==> src/rtl/mbx_pkg.sv <==
package mbx_pkg;
  localparam int MBX_NUM_CH    = 4;
  localparam int MBX_NUM_CORES = 4;
  localparam int MBX_DATA_W    = 32;
  localparam int MBX_ADDR_W    = 12;
  localparam int MBX_CH_W      = $clog2(MBX_NUM_CH);
  localparam int MBX_SUM_OFS   = 'h100;

  typedef enum logic [1:0] {RD_NONE, RD_MASK, RD_CMD, RD_SUM} rdKind_e;

  // strobes from decode to the register datapath
  typedef struct packed {
    logic [MBX_NUM_CH-1:0] maskWr;
    logic [MBX_NUM_CH-1:0] setWr;
    logic [MBX_NUM_CH-1:0] clrWr;
    rdKind_e               rdKind;
    logic [MBX_CH_W-1:0]   rdCh;
  } mbxStrobe_t;
endpackage

==> src/rtl/mbx_ctrl.sv <==
module mbx_ctrl
  import mbx_pkg::*;
#(
  parameter int NUM_CH  = MBX_NUM_CH,
  parameter int ADDR_W  = MBX_ADDR_W,
  parameter int SUM_OFS = MBX_SUM_OFS
) (
  input  logic              psel,
  input  logic              penable,
  input  logic              pwrite,
  input  logic [ADDR_W-1:0] paddr,
  output mbxStrobe_t        strobe
);
  localparam int WIN_W = ADDR_W - 4;

  logic [WIN_W-1:0] winIdx;
  logic [1:0]       regSel;
  logic             aligned;
  logic             inWin;
  logic             isSum;
  logic             wrEn;
  logic             rdEn;

  always_comb begin
    winIdx  = paddr[ADDR_W-1:4];
    regSel  = paddr[3:2];
    aligned = (paddr[1:0] == 2'b00);
    inWin   = aligned && (winIdx < WIN_W'(NUM_CH));
    isSum   = aligned && (paddr[ADDR_W-1:2] == (ADDR_W-2)'(SUM_OFS >> 2));
    wrEn    = psel && penable && pwrite;
    rdEn    = psel && !pwrite;
  end

  always_comb begin
    strobe = '0;
    for (int c = 0; c < NUM_CH; c++) begin
      if (wrEn && inWin && winIdx == WIN_W'(c)) begin
        strobe.maskWr[c] = (regSel == 2'd0);
        strobe.setWr[c]  = (regSel == 2'd1);
        strobe.clrWr[c]  = (regSel == 2'd2);
      end
    end
    strobe.rdCh   = winIdx[MBX_CH_W-1:0];
    strobe.rdKind = RD_NONE;
    if (rdEn && inWin) begin
      strobe.rdKind = (regSel == 2'd0) ? RD_MASK : RD_CMD;
    end else if (rdEn && isSum) begin
      strobe.rdKind = RD_SUM;
    end
  end
endmodule

==> src/rtl/mbx_datapath.sv <==
module mbx_datapath
  import mbx_pkg::*;
#(
  parameter int NUM_CH    = MBX_NUM_CH,
  parameter int NUM_CORES = MBX_NUM_CORES,
  parameter int DATA_W    = MBX_DATA_W
) (
  input  logic                          clk,
  input  logic                          rstN,
  input  mbxStrobe_t                    strobe,
  input  logic [DATA_W-1:0]             wrData,
  output logic [DATA_W-1:0]             rdData,
  output logic [NUM_CH-1:0][DATA_W-1:0] cmdWords,
  output logic [NUM_CORES-1:0]          coreIrq
);
  logic [NUM_CH-1:0][NUM_CORES-1:0] maskRegs;
  logic [NUM_CH-1:0]                busy;

  for (genvar c = 0; c < NUM_CH; c++) begin : g_chan
    logic [DATA_W-1:0] setBits;
    logic [DATA_W-1:0] clrBits;
    assign setBits = strobe.setWr[c] ? wrData : '0;
    assign clrBits = strobe.clrWr[c] ? wrData : '0;

    // clear lands after set when both reach one channel
    always_ff @(posedge clk or negedge rstN) begin
      if (!rstN) begin
        cmdWords[c] <= '0;
      end else if (strobe.setWr[c] || strobe.clrWr[c]) begin
        cmdWords[c] <= (cmdWords[c] | setBits) & ~clrBits;
      end
    end

    always_ff @(posedge clk or negedge rstN) begin
      if (!rstN) begin
        maskRegs[c] <= '0;
      end else if (strobe.maskWr[c]) begin
        maskRegs[c] <= wrData[NUM_CORES-1:0];
      end
    end

    assign busy[c] = |cmdWords[c];
  end

  for (genvar k = 0; k < NUM_CORES; k++) begin : g_core
    logic [NUM_CH-1:0] hits;
    always_comb begin
      for (int c = 0; c < NUM_CH; c++) begin
        hits[c] = busy[c] && maskRegs[c][k];
      end
    end
    assign coreIrq[k] = |hits;
  end

  always_comb begin
    unique case (strobe.rdKind)
      RD_MASK: rdData = DATA_W'(maskRegs[strobe.rdCh]);
      RD_CMD:  rdData = cmdWords[strobe.rdCh];
      RD_SUM:  rdData = DATA_W'(busy);
      default: rdData = '0;
    endcase
  end
endmodule

==> src/rtl/ipc_mailbox.sv <==
module ipc_mailbox
  import mbx_pkg::*;
#(
  parameter int NUM_CH    = MBX_NUM_CH,
  parameter int NUM_CORES = MBX_NUM_CORES,
  parameter int DATA_W    = MBX_DATA_W,
  parameter int ADDR_W    = MBX_ADDR_W
) (
  input  logic                 clk,
  input  logic                 rstN,
  input  logic                 psel,
  input  logic                 penable,
  input  logic                 pwrite,
  input  logic [ADDR_W-1:0]    paddr,
  input  logic [DATA_W-1:0]    pwdata,
  output logic [DATA_W-1:0]    prdata,
  output logic [NUM_CORES-1:0] coreIrq
);
  mbxStrobe_t                    strobe;
  logic [NUM_CH-1:0][DATA_W-1:0] cmdWords;

  mbx_ctrl #(.NUM_CH(NUM_CH), .ADDR_W(ADDR_W), .SUM_OFS(MBX_SUM_OFS)) u_ctrl (
    .psel    (psel),
    .penable (penable),
    .pwrite  (pwrite),
    .paddr   (paddr),
    .strobe  (strobe)
  );

  mbx_datapath #(.NUM_CH(NUM_CH), .NUM_CORES(NUM_CORES), .DATA_W(DATA_W)) u_dp (
    .clk      (clk),
    .rstN     (rstN),
    .strobe   (strobe),
    .wrData   (pwdata),
    .rdData   (prdata),
    .cmdWords (cmdWords),
    .coreIrq  (coreIrq)
  );
endmodule

==> config.mk <==
export PLATFORM = sky130hd
export DESIGN_NAME = ipc_mailbox
export DESIGN_NICKNAME = d
export VERILOG_FILES = /design/src/rtl/mbx_pkg.sv /design/src/rtl/mbx_ctrl.sv /design/src/rtl/mbx_datapath.sv /design/src/rtl/ipc_mailbox.sv
export SDC_FILE = /design/constraint.sdc
export NUM_CORES = 1
export LEC_CHECK = 0
export BUFFER_PORTS_ARGS = -buffer_cell sky130_fd_sc_hd__buf_4
export CAP_MARGIN = 15
export CORE_MARGIN = 2
export CORE_UTILIZATION = 40
export CTS_CLUSTER_DIAMETER = 200
export DETAILED_ROUTE_END_ITERATION = 10
export MAX_ROUTING_LAYER = met4
export SLEW_MARGIN = 20
export SYNTH_ARGS = -nofsm -noshare
export SYNTH_HDL_FRONTEND = slang
export SYNTH_SLANG_ARGS = --single-unit
==> constraint.sdc <==
create_clock -name clk -period 4.6 [get_ports clk]
set_input_delay 1.38 -clock clk [delete_from_list [all_inputs] [get_ports clk]]
set_output_delay 1.38 -clock clk [all_outputs]
set_load 0.005 [all_outputs]
==> flow_metrics.py <==
metrics = {
    "clock_network": {
        "clk_latency_ns": 0.42,
        "hold_buffers": 0,
        "cts.sinks": 144,
        "cts_tree": "yes",
        "clkTransAtPathRegs_ns": 0.06,
        "post_cts_resized": 0,
        "cts_max_level": 4,
        "clockRootBuffer": "clkbuf_16",
        "postCtsSetupBuffers": 0,
        "cts_buffers": 17,
        "cts_buffer_depth": 2,
    },
    "drt": {
        "viasPerCell": 6.14,
        "first_pass_iters": 5,
        "ant_nets": 0,
        "wirelength_um": 21100,
        "first_iter_violations": 565,
        "routed-via-count": 5798,
        "wl_per_cell_um": 22.3,
        "drc_errors": 0,
    },
    "worst_setup_path": {
        "crit_buf_inv": 3,
        "cp_slowest_cell": "or4b_1",
        "start_kind": "input port",
        "crit_type": "in -> out",
        "critPathCaptureType": "output pin",
        "r2r_cells": 1,
        "path_delay_family": "simple AND/OR/NAND/NOR gates",
        "max_stage_delay_ns": 0.57,
        "path_cells": "buf_4 -> or4b_1 -> nor4_2 -> buf_12 -> and2_1 -> buf_4",
        "cp_data_required_time_ns": 3.22,
        "cpMostUsedCell": "buf_4",
        "cp.arrival_ns": 3.02,
        "cp_num_cells": 6,
        "critical_path.max_fanout": 32,
    },
    "global_route": {
        "grt_pass1_wl_um": 33100,
        "grt_use_total": 0.244,
        "grt_max_degree": 122,
        "grt_overflow_total": 0,
        "antenna_found_initial": 0,
        "first_global_vias": 5948,
    },
    "placed_design": {
        "finalWeightedCongestion": 0.901,
        "placed_area_um2": 7830,
        "portBuffers": 84,
        "hpwl_um": 13800,
    },
    "timing": {
        "finalClockSkew_ns": 0,
        "finalCritPeriodShare": 0.956,
        "final-hold-violation-count": 0,
        "fin_crit_ns": 4.40,
        "setup_viol_count_final": 0,
        "max_clock_freq_ghz": 0.227,
        "tns_ns": 0,
        "relSlewSlack": 0.337,
        "slew_violations": 0,
        "worstMarginPinSlew_ns": 0.995,
        "grt_setup_unrepaired": "no",
    },
    "finish": {
        "fin_area_um2": 8430,
        "final_cell_mix": "256 x a21oi_1, 144 x dfrtp_1, 97 x buf_4",
        "multi_input_area_um2": 3170,
        "layout_commonest_cell": "a21oi_1",
        "seq_area_um2": 3600,
        "drive_gt1_frac": 0.266,
        "num-fill-cells": 1542,
        "nets": 756,
        "n_antenna_cell": 0,
        "area_growth_pct": 19.8,
    },
    "yosys": {
        "yosysUniqueCellTypes": 29,
        "yosys-top-cells-area": "dfrtp_1 51%, a21oi_1 18%, mux4_2 12%, nor4_1 3.2%, mux2_2 2.6%",
        "yosysTopAreaCell": "dfrtp_1",
        "syn_nets": 708,
        "ys_seq_area_frac": 0.512,
        "async_reset_ff_frac": 1.00,
        "ys_seq_elements": 144,
        "syn_area_um2": 7040,
        "syn_area_per_cell_um2": 10.7,
        "synth-edff-count": 0,
        "synthCells": 659,
        "yosys_warnings": 0,
        "synth_top_flop_cell": "dfrtp_1",
        "synth_top_area_share": 0.512,
    },
    "power": {
        "leakagePower_nw": 3.86,
        "pwr_density_cell_nw_per_um2": 334,
        "finalPower_mw": 2.82,
        "irDropWorstVdd_mv": 0.266,
    },
    "floorplan": {
        "dieWidth_um": 137,
        "core-area_um2": 17200,
        "die_y_um": 137,
        "std_cell_rows": 48,
        "dieArea_um2": 18700,
        "io_pins": 85,
        "start_util": 0.408,
    },
    "outcome": {
        "status": "completed",
    },
    "min_path": {
        "hold-path-cell-count": 1,
        "hp-class": "reg -> reg",
    },
    "run": {
        "max_cap_viol_count": 0,
    },
}
==> cells by family (layout without fill, tap and decap cells) <==
kind of cell    Yosys count  in the layout  synth area share
compound gates          281            281             0.202
flops                   144            144             0.512
simple gates            111            111             0.100
buf+inv                  71            131            0.0457
mux                      52             52             0.141
==> synthesized netlist by cell type (2+ instances only) <==
| library cell | count |
|---|---|
| a21oi_1 | 256 |
| a22oi_1 | 4 |
| and2_1 | 28 |
| buf_1 | 5 |
| buf_2 | 34 |
| clkbuf_1 | 22 |
| clkbuf_2 | 10 |
| dfrtp_1 | 144 |
| mux2_2 | 16 |
| mux4_2 | 36 |
| nand2_1 | 2 |
| nand2b_1 | 3 |
| nand4_1 | 13 |
| nor2_1 | 12 |
| nor4_1 | 36 |
| nor4_2 | 3 |
| o21ai_0 | 20 |
| or4_1 | 3 |
| or4bb_1 | 2 |
==> routing by layer <==
metal  vias to the layer above  routed length [um]  global-route usage
li1                       2585                   -                   -
met1                      2928                8610               0.309
met2                       250               10300               0.381
met3                        35                1660              0.0596
met4                         0                 544              0.0961
met5                         -                   0                   -
==> final timing paths <==
check	start	to	slack (ns)
worst max-delay path	paddr[1]	prdata[20]	0.20
worst min-delay path	u_dp.maskRegs[9]$_DFFE_PN0P_	u_dp.maskRegs[9]$_DFFE_PN0P_	0.53
worst max register to register	u_dp.maskRegs[0]$_DFFE_PN0P_	u_dp.maskRegs[0]$_DFFE_PN0P_	3.82
worst min register to register	u_dp.maskRegs[9]$_DFFE_PN0P_	u_dp.maskRegs[9]$_DFFE_PN0P_	0.53
max in group asynchronous	rstN	u_dp.cmdWords[64]$_DFFE_PN0P_	2.52
min in group asynchronous	rstN	u_dp.cmdWords[47]$_DFFE_PN0P_	1.09
==> where the power goes <==
| part | switching (mW) | leakage (nW) | internal, mW |
|---|---|---|---|
| clock | 0.526 | 0.278 | 0.877 |
| sequential | 0.00149 | 2.01 | 1.27 |
| combinational | 0.0943 | 1.57 | 0.0519 |
| total | 0.622 | 3.86 | 2.20 |
==> layout make-up <==
| class | count | area share |
|---|---|---|
| clock inverters | 9 | 0.0159 |
| multi-input cells | 444 | 0.376 |
| flip-flops and latches | 144 | 0.427 |
| repair buffers | 100 | 0.0927 |
| well taps | 225 | 0.0334 |
| clock buffers | 22 | 0.0551 |
==> per-stage QoR <==
stage	setup WS (ns)	hold WS, ns	std cells	util
final	0.201	0.526	944	0.489
after global routing	0.0757	0.551	944	0.489
after CTS	0.187	0.530	944	0.489
after detailed placement	0.205	0.517	913	0.454
after global placement	0.230	0.501	913	0.454
after floorplan	0.212	0.491	659	-
==> state kept, by name, summed over array words and instances, names as in the netlist <==
name	flops
u_dp.maskRegs	16
u_dp.cmdWords	128
(Power assumes the default switching activity.)
